===== src/rtl/bcd_sub_pkg.sv =====
package bcd_sub_pkg;
    localparam int DIGIT_W = 4;
    localparam int RAW_W   = DIGIT_W + 1;
    localparam logic [DIGIT_W-1:0] NINE = 4'd9;
    localparam logic [DIGIT_W-1:0] SIX  = 4'd6;

    typedef logic [DIGIT_W-1:0] digit_t;
    typedef logic [RAW_W-1:0]   raw_t;

    typedef struct packed {
        digit_t mag;
        logic   neg;
    } result_t;
endpackage


===== src/rtl/bcd_nines_comp.sv =====
module bcd_nines_comp
    import bcd_sub_pkg::*;
(
    input  digit_t digit_i,
    output digit_t comp_o
);
    digit_t comp_d;

    always_comb begin
        comp_d = NINE - digit_i;
    end

    assign comp_o = comp_d;
endmodule


===== src/rtl/bcd_split_adder.sv =====
module bcd_split_adder
    import bcd_sub_pkg::*;
(
    input  digit_t a_i,
    input  digit_t comp_i,
    output raw_t   sum_o
);
    digit_t addend_d;
    logic   cin_d;
    raw_t   sum_d;

    always_comb begin
        // low complement bit leaves the addend and becomes the carry-in
        addend_d = {comp_i[DIGIT_W-1:1], 1'b0};
        cin_d    = comp_i[0];
        sum_d    = {1'b0, a_i} + {1'b0, addend_d} + {{(RAW_W-1){1'b0}}, cin_d};
    end

    assign sum_o = sum_d;
endmodule


===== src/rtl/bcd_fixup.sv =====
module bcd_fixup
    import bcd_sub_pkg::*;
(
    input  raw_t    raw_i,
    output result_t res_o
);
    logic    pos_d;
    logic    eac_d;
    raw_t    plus6_d;
    digit_t  pos_mag_d;
    result_t res_d;

    always_comb begin
        eac_d     = raw_i[DIGIT_W];
        pos_d     = eac_d | (raw_i[DIGIT_W-1:0] > NINE);
        plus6_d   = {1'b0, raw_i[DIGIT_W-1:0]} + {1'b0, SIX};
        pos_mag_d = plus6_d[DIGIT_W-1:0] + digit_t'(1);
        if (pos_d) begin
            res_d.mag = pos_mag_d;
            res_d.neg = 1'b0;
        end else begin
            res_d.mag = NINE - raw_i[DIGIT_W-1:0];
            res_d.neg = (raw_i[DIGIT_W-1:0] != NINE);
        end
    end

    assign res_o = res_d;

    always_comb begin
        if (raw_i <= raw_t'(18)) begin

            neg_below_nine_chk: assert (!res_d.neg || (raw_i < raw_t'(9)))
                else $error("negative flag with raw sum %0d", raw_i);

            legal_mag_chk: assert (res_d.mag <= NINE)
                else $error("magnitude %0d not a BCD digit", res_d.mag);
        end
    end
endmodule


===== src/rtl/bcd_nines_sub.sv =====
module bcd_nines_sub
    import bcd_sub_pkg::*;
(
    input  logic [3:0] x_i,
    input  logic [3:0] y_i,
    output logic [3:0] diff_o,
    output logic       neg_o
);
    digit_t  comp_w;
    raw_t    raw_w;
    result_t res_w;

    bcd_nines_comp u_comp (
        .digit_i (y_i),
        .comp_o  (comp_w)
    );

    bcd_split_adder u_add (
        .a_i    (x_i),
        .comp_i (comp_w),
        .sum_o  (raw_w)
    );

    bcd_fixup u_fix (
        .raw_i (raw_w),
        .res_o (res_w)
    );

    assign diff_o = res_w.mag;
    assign neg_o  = res_w.neg;

    always_comb begin
        if ((x_i <= NINE) && (y_i <= NINE)) begin

            sign_match_chk: assert (neg_o == (x_i < y_i))
                else $error("sign %0b for %0d-%0d", neg_o, x_i, y_i);

            equal_zero_chk: assert ((x_i != y_i) || (!neg_o && diff_o == 4'd0))
                else $error("equal operands gave %0d neg=%0b", diff_o, neg_o);
        end
    end
endmodule


===== config.mk =====
export PLATFORM = sky130hd
export DESIGN_NAME = bcd_nines_sub
export DESIGN_NICKNAME = d
export VERILOG_FILES = /design/src/rtl/bcd_sub_pkg.sv /design/src/rtl/bcd_nines_comp.sv /design/src/rtl/bcd_split_adder.sv /design/src/rtl/bcd_fixup.sv /design/src/rtl/bcd_nines_sub.sv
export SDC_FILE = /design/constraint.sdc
export NUM_CORES = 1
export LEC_CHECK = 0
export CAP_MARGIN = 20
export CORE_AREA = 3 3 40 42
export DETAILED_ROUTE_END_ITERATION = 8
export DIE_AREA = 0 0 43 45
export DONT_BUFFER_PORTS = 1
export SYNTH_ARGS = -nofsm -noshare
export SYNTH_HDL_FRONTEND = slang
export SYNTH_SLANG_ARGS = --single-unit

===== constraint.sdc =====
create_clock -name vclk -period 12.42
set_input_delay 3.726 -clock vclk [all_inputs]
set_output_delay 3.726 -clock vclk [all_outputs]
set_load 0.01 [all_outputs]

**Word level (Yosys, flattened, before mapping)**

Index checks and enable logic that the tools add are counted.

- Flip-flop bits (word level): 0
- Logic and storage cells: 10
- Output and inout port bits: 5
- Bits of input ports: 8

- Mux-type cells: 1
- Add/subtract/negate cells: 6
- Magnitude comparators: 1
- Equal/unequal tests: 1
- Bitwise gates (word level): 1

Operators with widths:

| kind | count |
|---|---|
| 4-bit subtractor (first input constant) | 2 |
| 4-bit by 4-bit adder with 5-bit output | 1 |
| 5-bit by 1-bit adder with 5-bit output | 1 |
| 5-bit two-way mux | 1 |
| 4-bit by 1-bit adder with 4-bit output (second input constant) | 1 |
| 4-bit by 3-bit adder with 4-bit output (second input constant) | 1 |
| 4-bit > comparator (second input constant) | 1 |
| 4-bit != test (second input constant) | 1 |
| 1-bit OR | 1 |

**Logic depth before layout (Yosys ltp)**

Gate-level depths: netlist (run 1).

- Depth in word-level cells: 6
- Depth in mapped cells: 10
- Depth with buffers taken out: 10

**By module**

From an unflattened synthesis (run 1), not the netlist that was laid out.

- Cells, all modules: 48
- Area, all modules: 346.6 um2

By module, submodules not included:

| module | cells an instance | instances | area an instance (um2) |
|---|---|---|---|
| bcd_fixup | 26 | 1 | 170.2 |
| bcd_split_adder | 16 | 1 | 136.4 |
| bcd_nines_comp | 6 | 1 | 40.0 |

**Worst setup path before layout (run 1)**

OpenSTA, ideal clock, no wires.

- Path type: input to output
- Start: in y_i[0]
- End: out diff_o[2]
- Slack: 3142 ps
- Data required time: 8694 ps
- Stages: 10
- Buffers on the path: 0
- Arrival: 5552 ps
- Path through: inv_1 > ha_1 > inv_1 > fa_1 > xor2_1 > ha_1 > nor2_1 > a21oi_1 > a21oi_1 > a211oi_1

- Word-level cells in the longest chain between the ends: 6
- Elaborated cells on any way between the ends: 9
- Classes of those cells: add/sub (6); order compare (1); mux (1); bitwise (1)

RTL lines:

| element | line | RTL |
|---|---|---|
| from (decl) | bcd_nines_sub.sv:5 | `input logic [3:0] y_i,` |
| 4-bit subtractor (*) | bcd_nines_comp.sv:10 | `comp_d = NINE - digit_i;` |
| 4-bit by 4-bit adder with 5-bit output | bcd_split_adder.sv:16 | `sum_d = {1'b0, a_i} + {1'b0, addend_d} + {{(RAW_W-1){1'b0}}, cin_d};` |
| 5-bit by 1-bit adder with 5-bit output (*) | bcd_split_adder.sv:16 |  |
| 4-bit by 3-bit adder with 4-bit output / 4-bit > comparator (equally long branches) | bcd_fixup.sv:16, bcd_fixup.sv:15 |  |
| 4-bit by 1-bit adder with 4-bit output / 1-bit OR (equally long branches) | bcd_fixup.sv:17, bcd_fixup.sv:15 |  |
| 5-bit two-way mux (*) | bcd_fixup.sv:18 | `if (pos_d) begin` |
| to (decl) | bcd_nines_sub.sv:6 | `output logic [3:0] diff_o,` |

Every way passes the cells marked *; elsewhere a longest branch is shown, timed or not.

**Worst setup path after layout (run 1)**

- Start: in y_i[0]
- End: out diff_o[3]

Same word-level chain as after synthesis.

==> run metrics, run 1 <==
Final Hold Fails=0; Initial DRT Pass Iterations=4; pin count of the biggest net entering global routing=12; syn nets=84; Multi-input gate area=a little over 400 µm²; Initial Utilization=around 37%; Total Die Area=0.00194 mm²; critical path class=input port to primary output; Final ANT Viol Nets=0; crit path to=diff_o[3]; Worst Path Arrival=5780 ps; DR DRC count=0; die width=43 µm; Placement Cell Area=approximately 460 µm²; Initial DRC Count=15; pin slew with the least headroom to its limit=roughly 400 ps; critical path, cell by cell=inv_1 > ha_1 > inv_1 > fa_1 > xor2_1 > ha_1 > nand2_1 > mux2_2 > a21oi_1; mux cell area share after synthesis=between 4 and 5%; synth-to-layout area growth=-2.40%; FF/Latch Area=0 µm²; diode count=0; status=finished clean; mapped cell area=~470 µm²; crit path time final=approximately 9500 ps; critical path's slowest cell=fa_1; Placeable Area=approximately 0.0013 mm²; Lkg Pwr=~0.22 nW; post-DP HPWL=829 µm; type of origin of the critical path=input port; Post-Synth Adder-Cell Area=22.9%; FMAX=roughly 110 MHz; max_slew headroom=73.1%; RD Place Congestion=roughly 0.76; via count of the first global-routing pass=399; post-CTS sizing=0; Max Slew Vio Count=0; Detailed Route WL=around 980 µm; worst-path fanout max=7; postcts setup bufs=0; count of different cell masters after synthesis=27; antenna violations before repair=0; nets@finish=83; Synth Area in XOR/XNOR=between 5 and 6%; via count=434; post-synthesis sequential area ratio=0%; Post-Syn Area per Cell=6.90 µm²; Die H=~45 µm; maxcap violations=0; Pwr Density=86.1 mW/mm²; largest family of logic cells by synthesized area=compound AO/OA/AOI/OAI gates; Tcrit/Tclk final=between 70 and 80%; hold slack=7680 ps; drt via density=between 5 and 6; setup TNS=0 ps; RSZ-0062 raised after global routing=false; global-route wire length before repair=1650 µm; # clk buffers=0; # port buffers=0; gr usage total=10.5%; Worst Path Buf+Inv=2; CP peak stage delay=roughly 480 ps; worst vdd ir=0.0000283 V; hold buffers post-CTS=0; Worst EP required=between 8000 and 9000 ps; sequential cells=0; post-synthesis simple-gate area fraction=between 10% and 20%; yosys warns=0; wire per inst=12.2 µm; final setup violation count=0; number of I/O pins=13; Mapped Cells=a little under 70; delay-heaviest family, CP=adder cells; WP depth=9; compound-gate portion of the synthesized area=approximately a third; fill count=139; Worst Setup End Kind=primary output; hold crit path type=input port to primary output; fraction of layout cells with a size suffix above 1=7.69%; grt total ovfl=0; # rows=13; Worst Setup SP=y_i[0]; final non-filler cell area=roughly 460 µm²
-- per-layer routing --
metal	routed length [µm]	global-route usage, %	share of wire (%)	vias up
li1	-	-	-	235
met1	440	12.9	45	187
met2	490	21.3	50	12
met3	46	0.797	4.7	0
met4	0	0	0	0
met5	0	0	0	-
-- synth_stat cells (2+ instances only) --
master	instances	share of area, %
nand2_1	3	2.4
a21oi_1	11	12
inv_1	9	7.2
buf_6	2	4.8
a21o_1	2	3.2
xor2_1	2	3.7
mux2_2	2	4.8
o21ai_0	3	3.2
nand2b_1	4	5.3
ha_1	7	19
nor2_1	7	5.6
-- stage by stage --
step           worst slack, ps  util (%)  cells  power, mW
6_report                  2910      35.6     80     0.0394
3_5_place_dp              2900      35.6     80     0.0395
4_1_cts                   2890      35.6     80     0.0396
5_1_grt                   2710      35.6     80     0.0447
3_3_place_gp              2950      35.6     80     0.0387
2_1_floorplan             3140         -     68     0.0352
-- cells in the final DEF (no fill, tap or decap), types with 2 or more instances in the layout --
master	instances
a21o_1	2
ha_1	7
nand2_1	3
mux2_2	2
a21oi_1	11
nand2b_1	4
nor2_1	7
o21ai_0	3
inv_1	9
xor2_1	2
-- worst min-delay path by stage --
| stage | startpoint | to | slack [ps] | depth (start not counted) |
|---|---|---|---|---|
| after floorplan | x_i[0] | diff_o[0] | 7650 | 2 |
| after global placement | x_i[0] | diff_o[0] | 7680 | 2 |
| after detailed placement | x_i[0] | diff_o[0] | 7680 | 2 |
| after CTS | x_i[0] | diff_o[0] | 7680 | 2 |
| after global routing | x_i[0] | diff_o[0] | 7700 | 2 |
| final | x_i[0] | diff_o[0] | 7680 | 2 |
-- cell families after synthesis --
kind of cell	count (synthesis)
AO/OA/AOI/OAI	25
XOR/XNOR	3
adder cells (fa/ha/maj)	8
buffers and inverters	12
multiplexers	2
AND/OR/NAND/NOR	18
-- cell type report --
cell class                      instances  share of cell area [%]
Tap cell                               15                    4.10
Multi-Input combinational cell         56                    88.5
Inverter                                9                    7.38
-- power by group --
part / internal (mW) / total [mW] / switching, mW
Clock: 0 / 0 / 0
Sequential: 0 / 0 / 0
Combinational: 0.0163 / 0.0394 / 0.0231
(Power assumes the default switching activity.)
==> run 2, diff against run 1 <==
- clock period: 12.42 -> 7.99 ns (I/O delays scaled with it)
==> run metrics, run 2 (same netlist as run 1, synthesis figures left out) <==
gr usage total=10.2% (-0.34 points); hold buffers post-CTS=0 (unchanged); commonest non-fill, non-tap cell in the layout=a21oi_1; Worst Path Buf+Inv=2 (unchanged); delay-heaviest family, CP=adder cells; fill count=146 (+5.0%); CP peak stage delay=480 ps (about the same); status=finished clean; Clk pwr share=0% (unchanged); type of origin of the critical path=input port; RSZ-0062 raised after global routing=false; Max Slew Vio Count=0 (unchanged); Detailed Route WL=959 µm (-1.8%); worst vdd ir=0.0000439 V (+55%); # port buffers=0 (unchanged); hold crit path type=input port to primary output; Net Sw Frac=58.2% (-0.35 points); Total Die Area=0.00194 mm² (unchanged); Tcrit/Tclk final=a little under nine tenths; FF/Latch Area=0 µm² (unchanged); fraction of layout cells with a size suffix above 1=7.69% (unchanged); grt total ovfl=0 (unchanged); drt via density=5.39 (-0.69%); Setup WS post-layout=1150 ps (-1770 ps); post-DP HPWL=804 µm (-3.0%); Worst Setup End Kind=primary output; DR DRC count=0 (unchanged); Multi-input gate area=405 µm² (unchanged); Switch Pwr=0.0353 mW (+53%); Initial Utilization=36.5% (unchanged); Initial DRT Pass Iterations=3 (-1); wire per inst=12.0 µm (-1.8%); diode count=0 (unchanged); Die H=45 µm (unchanged); hold path startpoint=x_i[0]; Initial DRC Count=3 (-12); Placement Cell Area=458 µm² (unchanged); Final Hold Fails=0 (unchanged); global-route wire length before repair=1640 µm (-0.85%); max_slew headroom=71.5% (-1.6 points); Gate power share=100.0% (about the same); Placeable Area=0.00128 mm² (unchanged); RD Place Congestion=0.732 (-3.1%); via count of the first global-routing pass=399 (unchanged); final setup violation count=0 (unchanged); P_int=0.0253 mW (+55%); FMAX=between 100 and 150 MHz; fin cells=80 (unchanged); via count=431 (-0.69%); setup TNS=0 ps (unchanged); number of I/O pins=13 (unchanged); die width=43 µm (unchanged); synth-to-layout area growth=-2.40% (unchanged); Lkg Pwr=0.218 nW (unchanged); worst slack, placed=1160 ps (-1750 ps); pin count of the biggest net entering global routing=12 (unchanged); # rows=13 (unchanged); hold path cells=2 (unchanged); final non-filler cell area=458 µm² (unchanged); placed cell count=80 (unchanged); maxcap violations=0 (unchanged); Worst EP required=5590 ps (-3100 ps); Final ANT Viol Nets=0 (unchanged); hold path endpoint=diff_o[0]; crit path time final=between 6000 and 7000 ps; # clk buffers=0 (unchanged); sequential cells=0 (unchanged); worst-path fanout max=7 (unchanged); post-CTS sizing=0 (unchanged); Worst Path Arrival=4450 ps (-1330 ps); pin slew with the least headroom to its limit=425 ps (+23.4 ps); sequential share of power=0% (unchanged); critical path class=input port to primary output; Worst Setup SP=y_i[0]; critical path, cell by cell=inv_1 > ha_1 > inv_1 > fa_1 > xor2_1 > ha_1 > nand2_1 > mux2_2 > a21oi_1; nets@finish=83 (unchanged); Pwr Density=132 mW/mm² (+54%); most frequent cells in the layout=11 x a21oi_1, 9 x inv_1, 7 x nor2_1, 7 x ha_1, 4 x nand2b_1; critical path's slowest cell=fa_1; antenna violations before repair=0 (unchanged); postcts setup bufs=0 (unchanged)
run 2: power groups by stage:
stage	combinational [mW]	sequential (mW)	clock [mW]
floorplan	0.0547	0	0
global route	0.0691	0	0
CTS	0.0609	0	0
global placement	0.0602	0	0
finish	0.0606	0	0
detailed placement	0.0608	0	0
run 2: metal layers:
metal | vias to the layer above | track usage, % | share of wire [%]
met5 | - | 0 | 0
met4 | 0 | 0 | 0
met3 | 0 | 0.797 | 3.2
met2 | 7 | 18.6 | 49
met1 | 191 | 14.0 | 48
li1 | 233 | - | -
run 2: per-stage QoR:
step	hold slack (ps)	util [%]	power, mW
6_report	5030	35.6	0.0606
3_5_place_dp	5040	35.6	0.0608
5_1_grt	5060	35.6	0.0691
3_3_place_gp	5020	35.6	0.0602
2_1_floorplan	4990	-	0.0547
4_1_cts	5030	35.6	0.0609
run 2: cell type report:
cell class	instances	share of cell area [%]
Inverter	9	7.38
Multi-Input combinational cell	56	88.5
Tap cell	15	4.10
run 2: worst max path at each step:
| stage | to | slack (ps) | cells after the start |
|---|---|---|---|
| after floorplan | diff_o[2] | 1370 | 10 |
| after global placement | diff_o[2] | 1150 | 9 |
| after detailed placement | diff_o[3] | 1160 | 8 |
| after CTS | diff_o[3] | 1150 | 9 |
| after global routing | diff_o[3] | 970 | 9 |
| final | diff_o[3] | 1150 | 9 |
